===== src/rtl/ffsd_pkg.sv =====
package ffsd_pkg;

    typedef enum logic [1:0] {
        ST_IDLE       = 2'd0,
        ST_FAULT_PULL = 2'd1,
        ST_RECOVER    = 2'd2
    } sd_state_e;

endpackage


===== src/rtl/ffsd_sync.sv =====
module ffsd_sync #(
    parameter int STAGES = 2
) (
    input  logic clk,
    input  logic rst_n,
    input  logic d,
    output logic q
);
    generate
        if (STAGES <= 1) begin : g_single
            logic r;
            always_ff @(posedge clk or negedge rst_n) begin
                if (!rst_n) r <= 1'b0;
                else        r <= d;
            end
            assign q = r;
        end else begin : g_chain
            logic [STAGES-1:0] r;
            always_ff @(posedge clk or negedge rst_n) begin
                if (!rst_n) r <= '0;
                else        r <= {r[STAGES-2:0], d};
            end
            assign q = r[STAGES-1];
        end
    endgenerate
endmodule


===== src/rtl/ffsd_line_hyst.sv =====
module ffsd_line_hyst (
    input  logic clk,
    input  logic rst_n,
    input  logic below_lo,
    input  logic above_hi,
    output logic line_high
);
    // Lower flag has priority; level starts low so gates stay off
    always_ff @(posedge clk or negedge rst_n) begin
        if (!rst_n)        line_high <= 1'b0;
        else if (below_lo) line_high <= 1'b0;
        else if (above_hi) line_high <= 1'b1;
    end
endmodule


===== src/rtl/ffsd_fsm.sv =====
module ffsd_fsm
    import ffsd_pkg::*;
(
    input  logic clk,
    input  logic rst_n,
    input  logic trip,
    input  logic below_lo,
    input  logic above_hi,
    output logic pull_en,
    output logic in_fault
);
    sd_state_e state_q;
    sd_state_e state_d;

    always_comb begin
        state_d = state_q;
        unique case (state_q)
            ST_IDLE: begin
                if (trip) state_d = ST_FAULT_PULL;
            end
            ST_FAULT_PULL: begin
                if (below_lo) state_d = ST_RECOVER;
            end
            ST_RECOVER: begin
                if (trip)          state_d = ST_FAULT_PULL;
                else if (above_hi) state_d = ST_IDLE;
            end
            default: state_d = ST_IDLE;
        endcase
    end

    always_ff @(posedge clk or negedge rst_n) begin
        if (!rst_n) state_q <= ST_IDLE;
        else        state_q <= state_d;
    end

    always_comb begin
        pull_en  = 1'b0;
        in_fault = 1'b0;
        unique case (state_q)
            ST_IDLE: begin
                pull_en  = 1'b0;
                in_fault = 1'b0;
            end
            ST_FAULT_PULL: begin
                pull_en  = 1'b1;
                in_fault = 1'b1;
            end
            ST_RECOVER: begin
                pull_en  = 1'b0;
                in_fault = 1'b1;
            end
            default: begin
                pull_en  = 1'b0;
                in_fault = 1'b1;
            end
        endcase
    end
endmodule


===== src/rtl/ffsd_gate_mask.sv =====
module ffsd_gate_mask #(
    parameter int PHASES = 3
) (
    input  logic              kill,
    input  logic [PHASES-1:0] hs_cmd,
    input  logic [PHASES-1:0] ls_cmd,
    output logic [PHASES-1:0] hs_gate,
    output logic [PHASES-1:0] ls_gate
);
    generate
        for (genvar p = 0; p < PHASES; p++) begin : g_phase
            assign hs_gate[p] = hs_cmd[p] & ~kill;
            assign ls_gate[p] = ls_cmd[p] & ~kill;
        end
    endgenerate
endmodule


===== src/rtl/fault_shutdown_ctrl.sv =====
module fault_shutdown_ctrl #(
    parameter int PHASES      = 3,
    parameter int SYNC_STAGES = 2
) (
    input  logic              clk,
    input  logic              rst_n,
    input  logic              oc_trip,
    input  logic              line_lo_flag,
    input  logic              line_hi_flag,
    input  logic [PHASES-1:0] hs_cmd,
    input  logic [PHASES-1:0] ls_cmd,
    output logic [PHASES-1:0] hs_gate,
    output logic [PHASES-1:0] ls_gate,
    output logic              od_pull,
    output logic              fault_active,
    output logic              outputs_off
);
    logic lo_s;
    logic hi_s;
    logic line_high;

    ffsd_sync #(.STAGES(SYNC_STAGES)) u_sync_lo (
        .clk(clk), .rst_n(rst_n), .d(line_lo_flag), .q(lo_s)
    );
    ffsd_sync #(.STAGES(SYNC_STAGES)) u_sync_hi (
        .clk(clk), .rst_n(rst_n), .d(line_hi_flag), .q(hi_s)
    );

    ffsd_line_hyst u_hyst (
        .clk(clk), .rst_n(rst_n), .below_lo(lo_s), .above_hi(hi_s),
        .line_high(line_high)
    );

    ffsd_fsm u_fsm (
        .clk(clk), .rst_n(rst_n), .trip(oc_trip), .below_lo(lo_s),
        .above_hi(hi_s), .pull_en(od_pull), .in_fault(fault_active)
    );

    // Raw trip joins the registered state directly: no added latency
    assign outputs_off = oc_trip | fault_active | ~line_high;

    ffsd_gate_mask #(.PHASES(PHASES)) u_mask (
        .kill(outputs_off), .hs_cmd(hs_cmd), .ls_cmd(ls_cmd),
        .hs_gate(hs_gate), .ls_gate(ls_gate)
    );
endmodule


===== config.mk =====
export PLATFORM = sky130hd
export DESIGN_NAME = fault_shutdown_ctrl
export DESIGN_NICKNAME = d
export VERILOG_FILES = /design/src/rtl/ffsd_pkg.sv /design/src/rtl/ffsd_sync.sv /design/src/rtl/ffsd_line_hyst.sv /design/src/rtl/ffsd_fsm.sv /design/src/rtl/ffsd_gate_mask.sv /design/src/rtl/fault_shutdown_ctrl.sv
export SDC_FILE = /design/constraint.sdc
export NUM_CORES = 1
export LEC_CHECK = 0
export ABC_AREA = 1
export BUFFER_PORTS_ARGS = -buffer_cell sky130_fd_sc_hd__buf_2
export CAP_MARGIN = 15
export CORE_AREA = 3 3 40 42
export CTS_CLUSTER_DIAMETER = 80
export CTS_CLUSTER_SIZE = 14
export DETAILED_ROUTE_END_ITERATION = 10
export DIE_AREA = 0 0 43 45
export SETUP_SLACK_MARGIN = 0.02
export SYNTH_ARGS = -nofsm -noshare
export SYNTH_HDL_FRONTEND = slang
export SYNTH_SLANG_ARGS = --single-unit
export TNS_END_PERCENT = 100

===== constraint.sdc =====
create_clock -name clk -period 1.8 [get_ports clk]
set_input_delay 0.18 -clock clk [delete_from_list [all_inputs] [get_ports clk]]
set_output_delay 0.18 -clock clk [all_outputs]
set_load 0.01 [all_outputs]

# Word-level counts from Yosys, hierarchy flattened
# Index checks and enable logic that the tools add are counted.
[word_totals]
ff_bits = 7
in_bits = 11
out_inout_bits = 9
elab_cells = 31
[classes]
eq_ne = 5
n_mux = 9
bitwise = 10
n_reduce_logical = 3
[op_table]
columns = ["cell", "n"]
rows = [
  ["$mux 2", 4],
  ["$and 1x1->1", 6],
  ["$pmux 2 s3", 1],
  ["$mux 1", 4],
  ["$ne 2x2->1 const B", 2],
  ["$ne 3x3->1 const B", 1],
  ["$reduce_and 3->1", 1],
  ["$eq 2x1->1 const B", 1],
  ["$eq 2x2->1 const B", 1],
  ["$logic_not 2->1", 1],
  ["$not 1->1", 2],
  ["$or 1x1->1", 2],
  ["$reduce_bool 2->1", 1],
]

# Longest topological paths before layout
# Gate-level depths: netlist (run 1).
[logic_depth]
depth_word = 6
depth_mapped = 4
mapped_depth_nobuf = 4

# Modules after synthesis
# A second synthesis (run 1) with hierarchy kept.
[unflattened]
cells_unflattened = 36
hier_area_um2 = 287.8
[by_module_without_submodules]
columns = ["mod", "instances", "cells_per_inst", "area_each_um2", "seq_area_each_um2"]
rows = [
  ["ffsd_fsm", 1, 15, 102.6, 50.0],
  ["ffsd_sync", 2, 2, 50.0, 50.0],
  ["ffsd_gate_mask", 1, 12, 45.0, 0.0],
  ["ffsd_line_hyst", 1, 3, 32.5, 25.0],
  ["fault_shutdown_ctrl", 1, 2, 7.5, 0.0],
]

# Worst setup path after synthesis (run 1)
# No wires, ideal clock.
[synth_timing]
path_kind = "flip-flop to output port"
from = "register u_fsm.state_q[1]"
to = "output port hs_gate[0]"
arrival_ps = 812
required_ps = 1620
setup_slack_ps = 808
path_stages_with_launch = 4
path_buffers = 0
path_cell_list = "dfrtp_1 -> nor2_2 -> nand2_2 -> nor2_1"
[synth_via]
elab_chain_cells = 6
[synth_rtl]
columns = ["item", "line", "rtl"]
rows = [
  ["from (decl)", "ffsd_fsm.sv:12", "sd_state_e state_q;"],
  ["from (signal assigned)", "ffsd_fsm.sv:34", "else state_q <= state_d;"],
  ["$logic_not 2->1", "ffsd_fsm.sv:40", "unique case (state_q)"],
  ["$mux 1", "ffsd_fsm.sv:40", ""],
  ["$or 1x1->1 (2 in series)", "fault_shutdown_ctrl.sv:40", "assign outputs_off = oc_trip | fault_active | ~line_high;"],
  ["named net outputs_off", "fault_shutdown_ctrl.sv:16", "output logic outputs_off"],
  ["$not 1->1", "ffsd_gate_mask.sv:12", "assign hs_gate[p] = hs_cmd[p] & ~kill;"],
  ["$and 1x1->1", "ffsd_gate_mask.sv:12", ""],
  ["to (decl)", "fault_shutdown_ctrl.sv:12", "output logic [PHASES-1:0] hs_gate,"],
]
# The timed path passes the listed nets, and every way through them passes these cells.

# Worst setup path after layout (run 1)
[layout_timing]
from = "register u_fsm.state_q[1]"
to = "output port hs_gate[2]"
[layout_via]
elab_chain_cells = 6
[layout_rtl]
columns = ["item", "line"]
rows = [
  ["$logic_not 2->1", "ffsd_fsm.sv:40"],
  ["$mux 1", "ffsd_fsm.sv:40"],
  ["$or 1x1->1 (2 in series)", "fault_shutdown_ctrl.sv:40"],
  ["$not 1->1", "ffsd_gate_mask.sv:12"],
  ["$and 1x1->1", "ffsd_gate_mask.sv:12"],
]
# No other way between the ends.

==> results of run 1 <==
-- synthesized netlist by cell type (all sizes together) --
| cell | number | area, um2 |
|---|---|---|
| dfrtp | 7 | 175 |
| inv | 11 | 41.3 |
| nand2 | 4 | 17.5 |
| nand3 | 2 | 10.0 |
| nor2 | 11 | 46.3 |
| o21ai | 1 | 5.00 |
-- registers in the layout, summed over array words and instances (netlist names) --
name,count
u_hyst.line_high,1
u_fsm.state_q,2
u_sync_lo.g_chain.r,2
u_sync_hi.g_chain.r,2
-- metrics by stage --
step / instances / power [W] / util, % / hold WS (ns) / setup slack, ns
finish: 75 / 0.000394 / 34.7 / 0.0407 / 0.508
global route: 75 / 0.000429 / 34.7 / 0.0207 / 0.349
CTS: 75 / 0.000406 / 34.7 / 0.0253 / 0.486
detailed placement: 70 / 0.000260 / 31.8 / 0.0203 / 0.761
global placement: 70 / 0.000258 / 31.8 / 0.0138 / 0.785
floorplan: 36 / 0.000224 / - / -0.116 / 0.808
-- cell families (layout without fill, tap and decap cells) --
kind of cell / count (synthesis) / count (layout)
buffers and inverters: 11 / 35
flip-flops: 7 / 7
AO/OA/AOI/OAI: 1 / 1
AND/OR/NAND/NOR: 17 / 17
-- layout by cell type, fill, tap and decap left out --
| master | netlist | layout |
|---|---|---|
| buf_2 | 0 | 19 |
| inv_1 | 11 | 11 |
| nor2_1 | 9 | 9 |
| dfrtp_1 | 7 | 7 |
| nand2_1 | 3 | 3 |
| clkbuf_4 | 0 | 3 |
| nor2_2 | 2 | 2 |
| nand3_1 | 2 | 2 |
| nand2_2 | 1 | 1 |
| o21ai_0 | 1 | 1 |
| clkbuf_1 | 0 | 1 |
| dlygate4sd3_1 | 0 | 1 |
-- final cells by class --
cell class | count | area (um2)
inverters | 11 | 41.3
multi-input cells | 18 | 78.8
fillers | 141 | 840
repair buffers | 20 | 105
clock buffers | 4 | 26.3
well taps | 15 | 18.8
flip-flops and latches | 7 | 175
-- metal layers --
layer	vias up	track usage [%]
met5	-	0
met4	0	7.23
met3	0	2.79
met2	19	10.2
met1	109	6.70
li1	148	-
-- worst register-to-register path: cells and delay by family (launching register included) --
kind | cells | cell delay [ns]
AOI/OAI and AO/OA | 1 | 0.16
buffers and inverters | 1 | 0.07
DFF | 1 | 0.39
and+or+nand+nor | 1 | 0.06
-- path summary, 6_finish.rpt --
path | from | end | slack, ns | depth (start not counted)
setup / recovery | u_fsm.state_q[1] | hs_gate[2] | 0.51 | 4
hold / removal | line_lo_flag | u_sync_lo.g_chain.r[0] | 0.04 | 1
setup reg to reg | u_fsm.state_q[1] | u_fsm.state_q[0] | 1.03 | 3
hold reg to reg | u_sync_hi.g_chain.r[0] | u_sync_hi.g_chain.r[1] | 0.35 | 0
max in group asynchronous | rst_n | u_sync_hi.g_chain.r[1] | 1.36 | 2
min in group asynchronous | rst_n | u_sync_lo.g_chain.r[0] | 0.29 | 2
-- power breakdown --
group	total [W]	switching [W]	internal (W)
clock network	0.000137	0.0000526	0.0000842
registers	0.000182	0.0000104	0.000172
logic	0.0000747	0.0000419	0.0000329
total	0.000394	0.000105	0.000289
==> impl_metrics.env, run 1 <==
export IMPL_cp_start_kind="register"
export IMPL_syn_area_um2=295
export IMPL_worst_ep_required_time_ns=1.62
export IMPL_cts_root_buffer="clkbuf_4"
export IMPL_drive_gt1_share_pct=41.7
export IMPL_yosysWarnings=0
export IMPL_ioPinCount=20
export IMPL_drtAntennaViolNets=0
export IMPL_clkLatencyLatePin_ns=0.24
export IMPL_vias_per_cell=3.68
export IMPL_start_util_pct=23.0
export IMPL_grt_pass1_vias=237
export IMPL_clock_skew_ns=0.0000673
export IMPL_worstPathArrival_ns=1.11
export IMPL_path_cells="nor2_2 > nand2_2 > nor2_1 > buf_2"
export IMPL_die_w_um=43
export IMPL_syn_inst=36
export IMPL_wl_met2_um=238
export IMPL_synthMuxAreaShare_pct=0
export IMPL_die_h_um=45
export IMPL_synth_compound_area_share_pct=1.69
export IMPL_die_area_um2=1940
export IMPL_post_cts_resized=0
export IMPL_max_stage_delay_ns=0.39
export IMPL_route_met3_wl_um=93
export IMPL_fmax_mhz=774
export IMPL_clock_sink_count=7
export IMPL_initialDrtViolationCount=0
export IMPL_drc=0
export IMPL_rows=13
export IMPL_synthAdderAreaFrac_pct=0
export IMPL_drv_cap=0
export IMPL_setup_tns_ns=0
export IMPL_setup_viol=0
export IMPL_n_antenna_cell=0
export IMPL_tritoncts="done"
export IMPL_synth_xor_xnor_area_share_pct=0
export IMPL_cts_buffer_depth=2
export IMPL_vdd_drop_max_uv=276
export IMPL_finalMaxSlewViolations=0
export IMPL_post_cts_repair_setup_buffers=0
export IMPL_synth_top_family_by_area="simple AND/OR/NAND/NOR gates"
export IMPL_overflow=0
export IMPL_critPathMaxFanout=7
export IMPL_ys_seq_elements=7
export IMPL_hold_buffers=1
export IMPL_totalWireLength_um=570
export IMPL_place_area_um2=409
export IMPL_p_leak_nw=0.280
export IMPL_min_path_type="input pin to register"
export IMPL_slowest_stage="dfrtp_1"
export IMPL_portBuffers=19
export IMPL_hpwl_um=473
export IMPL_power_density_nw_per_um2=884
export IMPL_cts_clk_slew_worst_paths_ns=0.05
export IMPL_grt_max_degree=8
export IMPL_syn_to_final_growth_pct=50.8
export IMPL_path_buf_inv=1
export IMPL_synth_avg_cell_area_um2=8.20
export IMPL_post_route_period_util_pct=71.8
export IMPL_finalHoldViolCount=0
export IMPL_critPathKind="register to output port"
export IMPL_slew_headroom_pct=89.1
export IMPL_status="finished, final reports clean"
export IMPL_routabilityCongestion=0.628
export IMPL_cp_top_family="flip-flops"
export IMPL_fin_nets=72
export IMPL_rsz0062_at_grt="no"
export IMPL_worstMarginPinSlew_ns=0.161
export IMPL_wl_met1_um=238
export IMPL_end_kind="output port"
export IMPL_numCtsBuffers=3
export IMPL_syn_nets=47
export IMPL_period_minus_slack_ns=1.29
export IMPL_seq_area_frac_synth_pct=59.3
export IMPL_antenna_found_initial=0
export IMPL_htreeDepth=1
export IMPL_top_layer="met3"
export IMPL_num_vias=276
export IMPL_design_area_um2=445
export IMPL_wire_per_inst_um=7.60
export IMPL_grt_first_pass_wirelength_um=917
export IMPL_firstDrtPassIters=1
export IMPL_synth_simple_area_share_pct=25.0
export IMPL_core_area_um2=1280
export IMPL_yosys_cell_types_count=8
export IMPL_track_usage_pct=6.73
Note: power is estimated with default switching activity, not from simulation.
==> run 2: changes to the inputs <==
- clock period: 1.8 -> 1.07 ns (I/O delays scaled with it)
==> impl_metrics.env, run 2 (synthesis gave the netlist of run 1 again) <==
export IMPL_p_int_w=0.000545
export IMPL_grt_pass1_vias=265
export IMPL_end_kind="output port"
export IMPL_hold_ws_ns=0.138
export IMPL_design_area_um2=508
export IMPL_switching_power_w=0.000193
export IMPL_switching_share_pct=26.1
export IMPL_die_area_um2=1940
export IMPL_cp_top_family="flip-flops"
export IMPL_reg_largest_list="u_fsm.state_q: 2 flops, u_sync_hi.g_chain.r: 2 flops, u_sync_lo.g_chain.r: 2 flops"
export IMPL_finalMaxSlewViolations=0
export IMPL_hp_start="oc_trip"
export IMPL_utilization_pct=39.5
export IMPL_grt_max_degree=8
export IMPL_die_w_um=43
export IMPL_totalWireLength_um=607
export IMPL_final_cell_mix="buf_2 (18), inv_1 (10), nor2_1 (9), dfrtp_1 (7)"
export IMPL_start_util_pct=23.0
export IMPL_final_instance_count_excl_fill=81
export IMPL_drtAntennaViolNets=0
export IMPL_die_h_um=45
export IMPL_clock_sink_count=7
export IMPL_multiInputGateArea_um2=81.3
export IMPL_path_depth=4
export IMPL_combPwrFrac_pct=27.7
export IMPL_clock_skew_ns=0.0000672
export IMPL_cp_start_kind="register"
export IMPL_cts_clk_slew_worst_paths_ns=0.05
export IMPL_post_route_period_util_pct=114
export IMPL_worstRegToRegCells=6
export IMPL_tritoncts="done"
export IMPL_numCtsBuffers=3
export IMPL_wire_per_inst_um=7.49
export IMPL_syn_to_final_growth_pct=72.0
export IMPL_critPathKind="register to output port"
export IMPL_drive_gt1_share_pct=47.0
export IMPL_vias_per_cell=3.72
export IMPL_seq_area_um2=175
export IMPL_regToRegStartpoint="u_fsm.state_q[0]"
export IMPL_finalHoldViolCount=0
export IMPL_fmax_mhz=820
export IMPL_path_buf_inv=1
export IMPL_overflow=0
export IMPL_hold_depth=3
export IMPL_dpl_worst_slack_ns=0.104
export IMPL_htreeDepth=1
export IMPL_power_density_nw_per_um2=1450
export IMPL_dpl_cell_count=70
export IMPL_drc=0
export IMPL_place_area_um2=409
export IMPL_layout_commonest_cell="buf_2"
export IMPL_worstPathArrival_ns=1.11
export IMPL_p_leak_nw=0.309
export IMPL_critPathMaxFanout=7
export IMPL_slew_headroom_pct=89.1
export IMPL_max_stage_delay_ns=0.39
export IMPL_n_antenna_cell=0
export IMPL_r2r_slack_ns=0.06
export IMPL_cts_root_buffer="clkbuf_4"
export IMPL_clkLatencyLatePin_ns=0.24
export IMPL_violations="setup timing"
export IMPL_portBuffers=19
export IMPL_num_vias=301
export IMPL_path_cells="nor2_2 > nand2_2 > nor2_1 > buf_2"
export IMPL_slowest_stage="dfrtp_1"
export IMPL_vdd_drop_max_uv=473
export IMPL_fin_nets=78
export IMPL_r2r_end="u_fsm.state_q[0]"
export IMPL_grt_first_pass_wirelength_um=966
export IMPL_fin_ws_ns=-0.150
export IMPL_p_clk_share_pct=31.1
export IMPL_drv_cap=0
export IMPL_initialDrtViolationCount=0
export IMPL_antenna_found_initial=0
export IMPL_hpwl_um=472
export IMPL_rows=13
export IMPL_setup_viol=9
export IMPL_core_area_um2=1280
export IMPL_min_path_type="input pin to register"
export IMPL_p_seq_share_pct=41.2
export IMPL_period_minus_slack_ns=1.22
export IMPL_track_usage_pct=7.06
export IMPL_firstDrtPassIters=1
export IMPL_worstHoldEndpoint="u_fsm.state_q[0]"
export IMPL_ioPinCount=20
export IMPL_worst_ep_required_time_ns=0.96
export IMPL_n_fill_cell=134
export IMPL_rsz0062_at_grt="yes"
export IMPL_status="finished with violations"
export IMPL_routabilityCongestion=0.627
export IMPL_cts_buffer_depth=2
export IMPL_worstMarginPinSlew_ns=0.161
[run 2: cell count changes in the layout (fill, tap and decap cells not counted)]
cell           change
dlygate4sd3_1      +2
nand2_2            +1
buf_4              +3
buf_2              -1
inv_1              -1
inv_2              +1
nand2_1            -1
buf_6              +2
[run 2: what timing repair did]
action / in CTS / in global routing
hold buffers: 3 / 0
endpoints found under the hold margin: 9 / 0
resized for setup: 4 / 0
buffers inserted: 4 / 0
pin swaps: 3 / 2
endpoints found under the setup margin: 9 / 9
[run 2: area by class of cell]
class	instances	area share (%)
sequential	7	34.5
multi-input combinational	18	16.0
timing repair buffer	26	32.5
inverter	11	8.13
clock buffer	4	5.17
tap	15	3.69
[run 2: metrics by stage]
step	setup TNS (ns)	total power [W]
2_1_floorplan	0	0.000376
3_3_place_gp	0	0.000434
3_5_place_dp	0	0.000437
4_1_cts	-1.12	0.000758
5_1_grt	-1.90	0.000798
6_report	-1.03	0.000738
[run 2: per-layer routing]
metal	global-route usage, %	up-vias	part of all wire, %
met5	0	-	0
met4	7.23	0	0
met3	2.79	0	15
met2	11.7	19	45
met1	6.45	122	40
li1	-	160	-
[run 2: worst reg2reg max path: stages, from the launching register on]
cell and delay [ns]:
dfrtp_1 0.39, buf_4 0.14, buf_6 0.10, buf_4 0.12, inv_1 0.06, nand2_1 0.05
o21ai_0 0.07
[run 2: worst max-delay path by stage]
| stage | start | endpoint | slack, ns |
|---|---|---|---|
| 2_1_floorplan | u_fsm.state_q[1] | hs_gate[0] | 0.15 |
| 3_3_place_gp | u_fsm.state_q[1] | ls_gate[1] | 0.13 |
| 3_5_place_dp | u_fsm.state_q[1] | hs_gate[1] | 0.10 |
| 4_1_cts | u_fsm.state_q[0] | hs_gate[1] | -0.15 |
| 5_1_grt | u_fsm.state_q[1] | ls_gate[0] | -0.27 |
| 6_report | u_fsm.state_q[0] | hs_gate[2] | -0.15 |
[run 2: power groups by stage]
stage                     clock (W)  combinational (W)  sequential (W)
after floorplan                   0          0.0000688        0.000308
final                      0.000230           0.000204        0.000304
after CTS                  0.000247           0.000206        0.000304
after global placement            0           0.000125        0.000309
after detailed placement          0           0.000126        0.000311
after global routing       0.000267           0.000225        0.000305
==> run 3: changes to the inputs <==
- BUFFER_PORTS_ARGS: -buffer_cell sky130_fd_sc_hd__buf_2 -> -buffer_cell sky130_fd_sc_hd__clkbuf_2
==> impl_metrics.env, run 3 (synthesis gave the netlist of run 1 again) <==
export IMPL_reg_largest_list="u_fsm.state_q: 2 flops, u_sync_hi.g_chain.r: 2 flops, u_sync_lo.g_chain.r: 2 flops"
export IMPL_p_clk_share_pct=31.4
export IMPL_hpwl_um=482
export IMPL_drv_cap=0
export IMPL_die_area_um2=1940
export IMPL_routabilityCongestion=0.642
export IMPL_totalWireLength_um=577
export IMPL_initialDrtViolationCount=0
export IMPL_setup_tns_ns=-1.17
export IMPL_p_int_w=0.000530
export IMPL_critPathMaxFanout=7
export IMPL_multiInputGateArea_um2=83.8
export IMPL_cts_root_buffer="clkbuf_4"
export IMPL_layout_commonest_cell="clkbuf_2"
export IMPL_rsz0062_at_grt="yes"
export IMPL_die_h_um=45
export IMPL_fin_nets=77
export IMPL_start_util_pct=23.0
export IMPL_final_cell_mix="clkbuf_2 (11), inv_1 (9), nor2_1 (7), buf_2 (7), dfrtp_1 (7)"
export IMPL_n_fill_cell=135
export IMPL_clkLatencyLatePin_ns=0.24
export IMPL_core_area_um2=1280
export IMPL_switching_share_pct=26.2
export IMPL_switching_power_w=0.000189
export IMPL_die_w_um=43
export IMPL_drtAntennaViolNets=0
export IMPL_rows=13
export IMPL_critPathKind="register to output port"
export IMPL_ioPinCount=20
export IMPL_final_instance_count_excl_fill=80
export IMPL_fin_ws_ns=-0.172
export IMPL_clock_sink_count=7
export IMPL_antenna_found_initial=0
export IMPL_fmax_mhz=805
export IMPL_grt_pass1_vias=254
export IMPL_p_seq_share_pct=42.5
export IMPL_worst_ep_required_time_ns=0.96
export IMPL_wire_per_inst_um=7.21
export IMPL_portBuffers=19
export IMPL_cp_start_kind="register"
export IMPL_min_path_type="input pin to register"
export IMPL_num_vias=313
export IMPL_post_route_period_util_pct=116
export IMPL_vdd_drop_max_uv=495
export IMPL_grt_max_degree=8
export IMPL_violations="setup timing"
export IMPL_numCtsBuffers=3
export IMPL_worstPathArrival_ns=1.14
export IMPL_power_density_nw_per_um2=1440
export IMPL_worstMarginPinSlew_ns=0.169
export IMPL_finalMaxSlewViolations=0
export IMPL_syn_to_final_growth_pct=69.1
export IMPL_track_usage_pct=6.49
export IMPL_vias_per_cell=3.91
export IMPL_drive_gt1_share_pct=49.2
export IMPL_cts_clk_slew_worst_paths_ns=0.05
export IMPL_cts_buffer_depth=2
export IMPL_drc=0
export IMPL_status="finished with violations"
export IMPL_dpl_cell_count=70
export IMPL_end_kind="output port"
export IMPL_combPwrFrac_pct=26.1
export IMPL_slew_headroom_pct=88.7
export IMPL_firstDrtPassIters=1
export IMPL_htreeDepth=1
export IMPL_utilization_pct=38.9
export IMPL_period_minus_slack_ns=1.24
export IMPL_clock_skew_ns=0.00309
export IMPL_seq_area_um2=175
export IMPL_tritoncts="done"
export IMPL_finalHoldViolCount=0
export IMPL_grt_first_pass_wirelength_um=903
export IMPL_setup_viol=9
export IMPL_n_antenna_cell=0
export IMPL_overflow=0
export IMPL_p_leak_nw=0.304
export IMPL_hold_ws_ns=0.135
-- run 3: cell count changes in the layout (fill, tap and decap cells not counted), moves of 2 or more --
cell	change
buf_2	-11
clkbuf_2	+11
nor2_2	+2
nor2_1	-2
-- run 3: metal layers --
layer	vias to the layer above	wire [um]	global-route usage (%)
li1	159	-	-
met1	135	204	7.00
met2	19	270	9.88
met3	0	101	1.59
met4	0	0	7.23
met5	-	0	0
-- run 3: area by class of cell --
cell class | count | area share (%)
well taps | 15 | 3.76
clock buffers | 4 | 5.26
inverters | 11 | 8.27
multi-input cells | 18 | 16.8
flip-flops and latches | 7 | 35.1
repair buffers | 25 | 30.8
-- run 3: worst max-delay path, stage by stage (launching register included) --
cell	delay (ns)
dfrtp_1	0.41
nor2_2	0.12
nand2_2	0.12
nor2_1	0.11
buf_2	0.13
-- run 3: timing repair --
item | in CTS | in global routing
setup buffers | 3 | 0
endpoints found under the setup margin | 9 | 10
hold endpoints to repair | 9 | 0
hold buffers | 3 | 0
pin swaps | 1 | 3
resized for setup | 2 | 12
-- run 3: metrics by stage --
step | area [um2] | setup slack (ns) | total power [W]
after floorplan | 295 | 0.151 | 0.000376
after global placement | 409 | 0.115 | 0.000435
after detailed placement | 409 | 0.0927 | 0.000439
after CTS | 488 | -0.175 | 0.000724
after global routing | 499 | -0.272 | 0.000771
final | 499 | -0.172 | 0.000719
-- run 3: power by group through the flow --
stage / Clock, W / Sequential [W] / Combinational, W
floorplan: 0 / 0.000308 / 0.0000688
global placement: 0 / 0.000309 / 0.000125
detailed placement: 0 / 0.000311 / 0.000128
CTS: 0.000243 / 0.000305 / 0.000175
global route: 0.000256 / 0.000307 / 0.000208
finish: 0.000226 / 0.000305 / 0.000187
-- run 3: final timing paths --
check	slack [ns]	start	depth (start not counted)	endpoint
worst max-delay path	-0.17	u_fsm.state_q[0]	4	ls_gate[1]
worst min-delay path	0.14	oc_trip	3	u_fsm.state_q[0]
worst max register to register	0.10	u_fsm.state_q[1]	5	u_fsm.state_q[0]
worst min register to register	0.35	u_sync_hi.g_chain.r[0]	0	u_sync_hi.g_chain.r[1]
max in group asynchronous	0.69	rst_n	2	u_hyst.line_high
min in group asynchronous	0.22	rst_n	2	u_fsm.state_q[0]
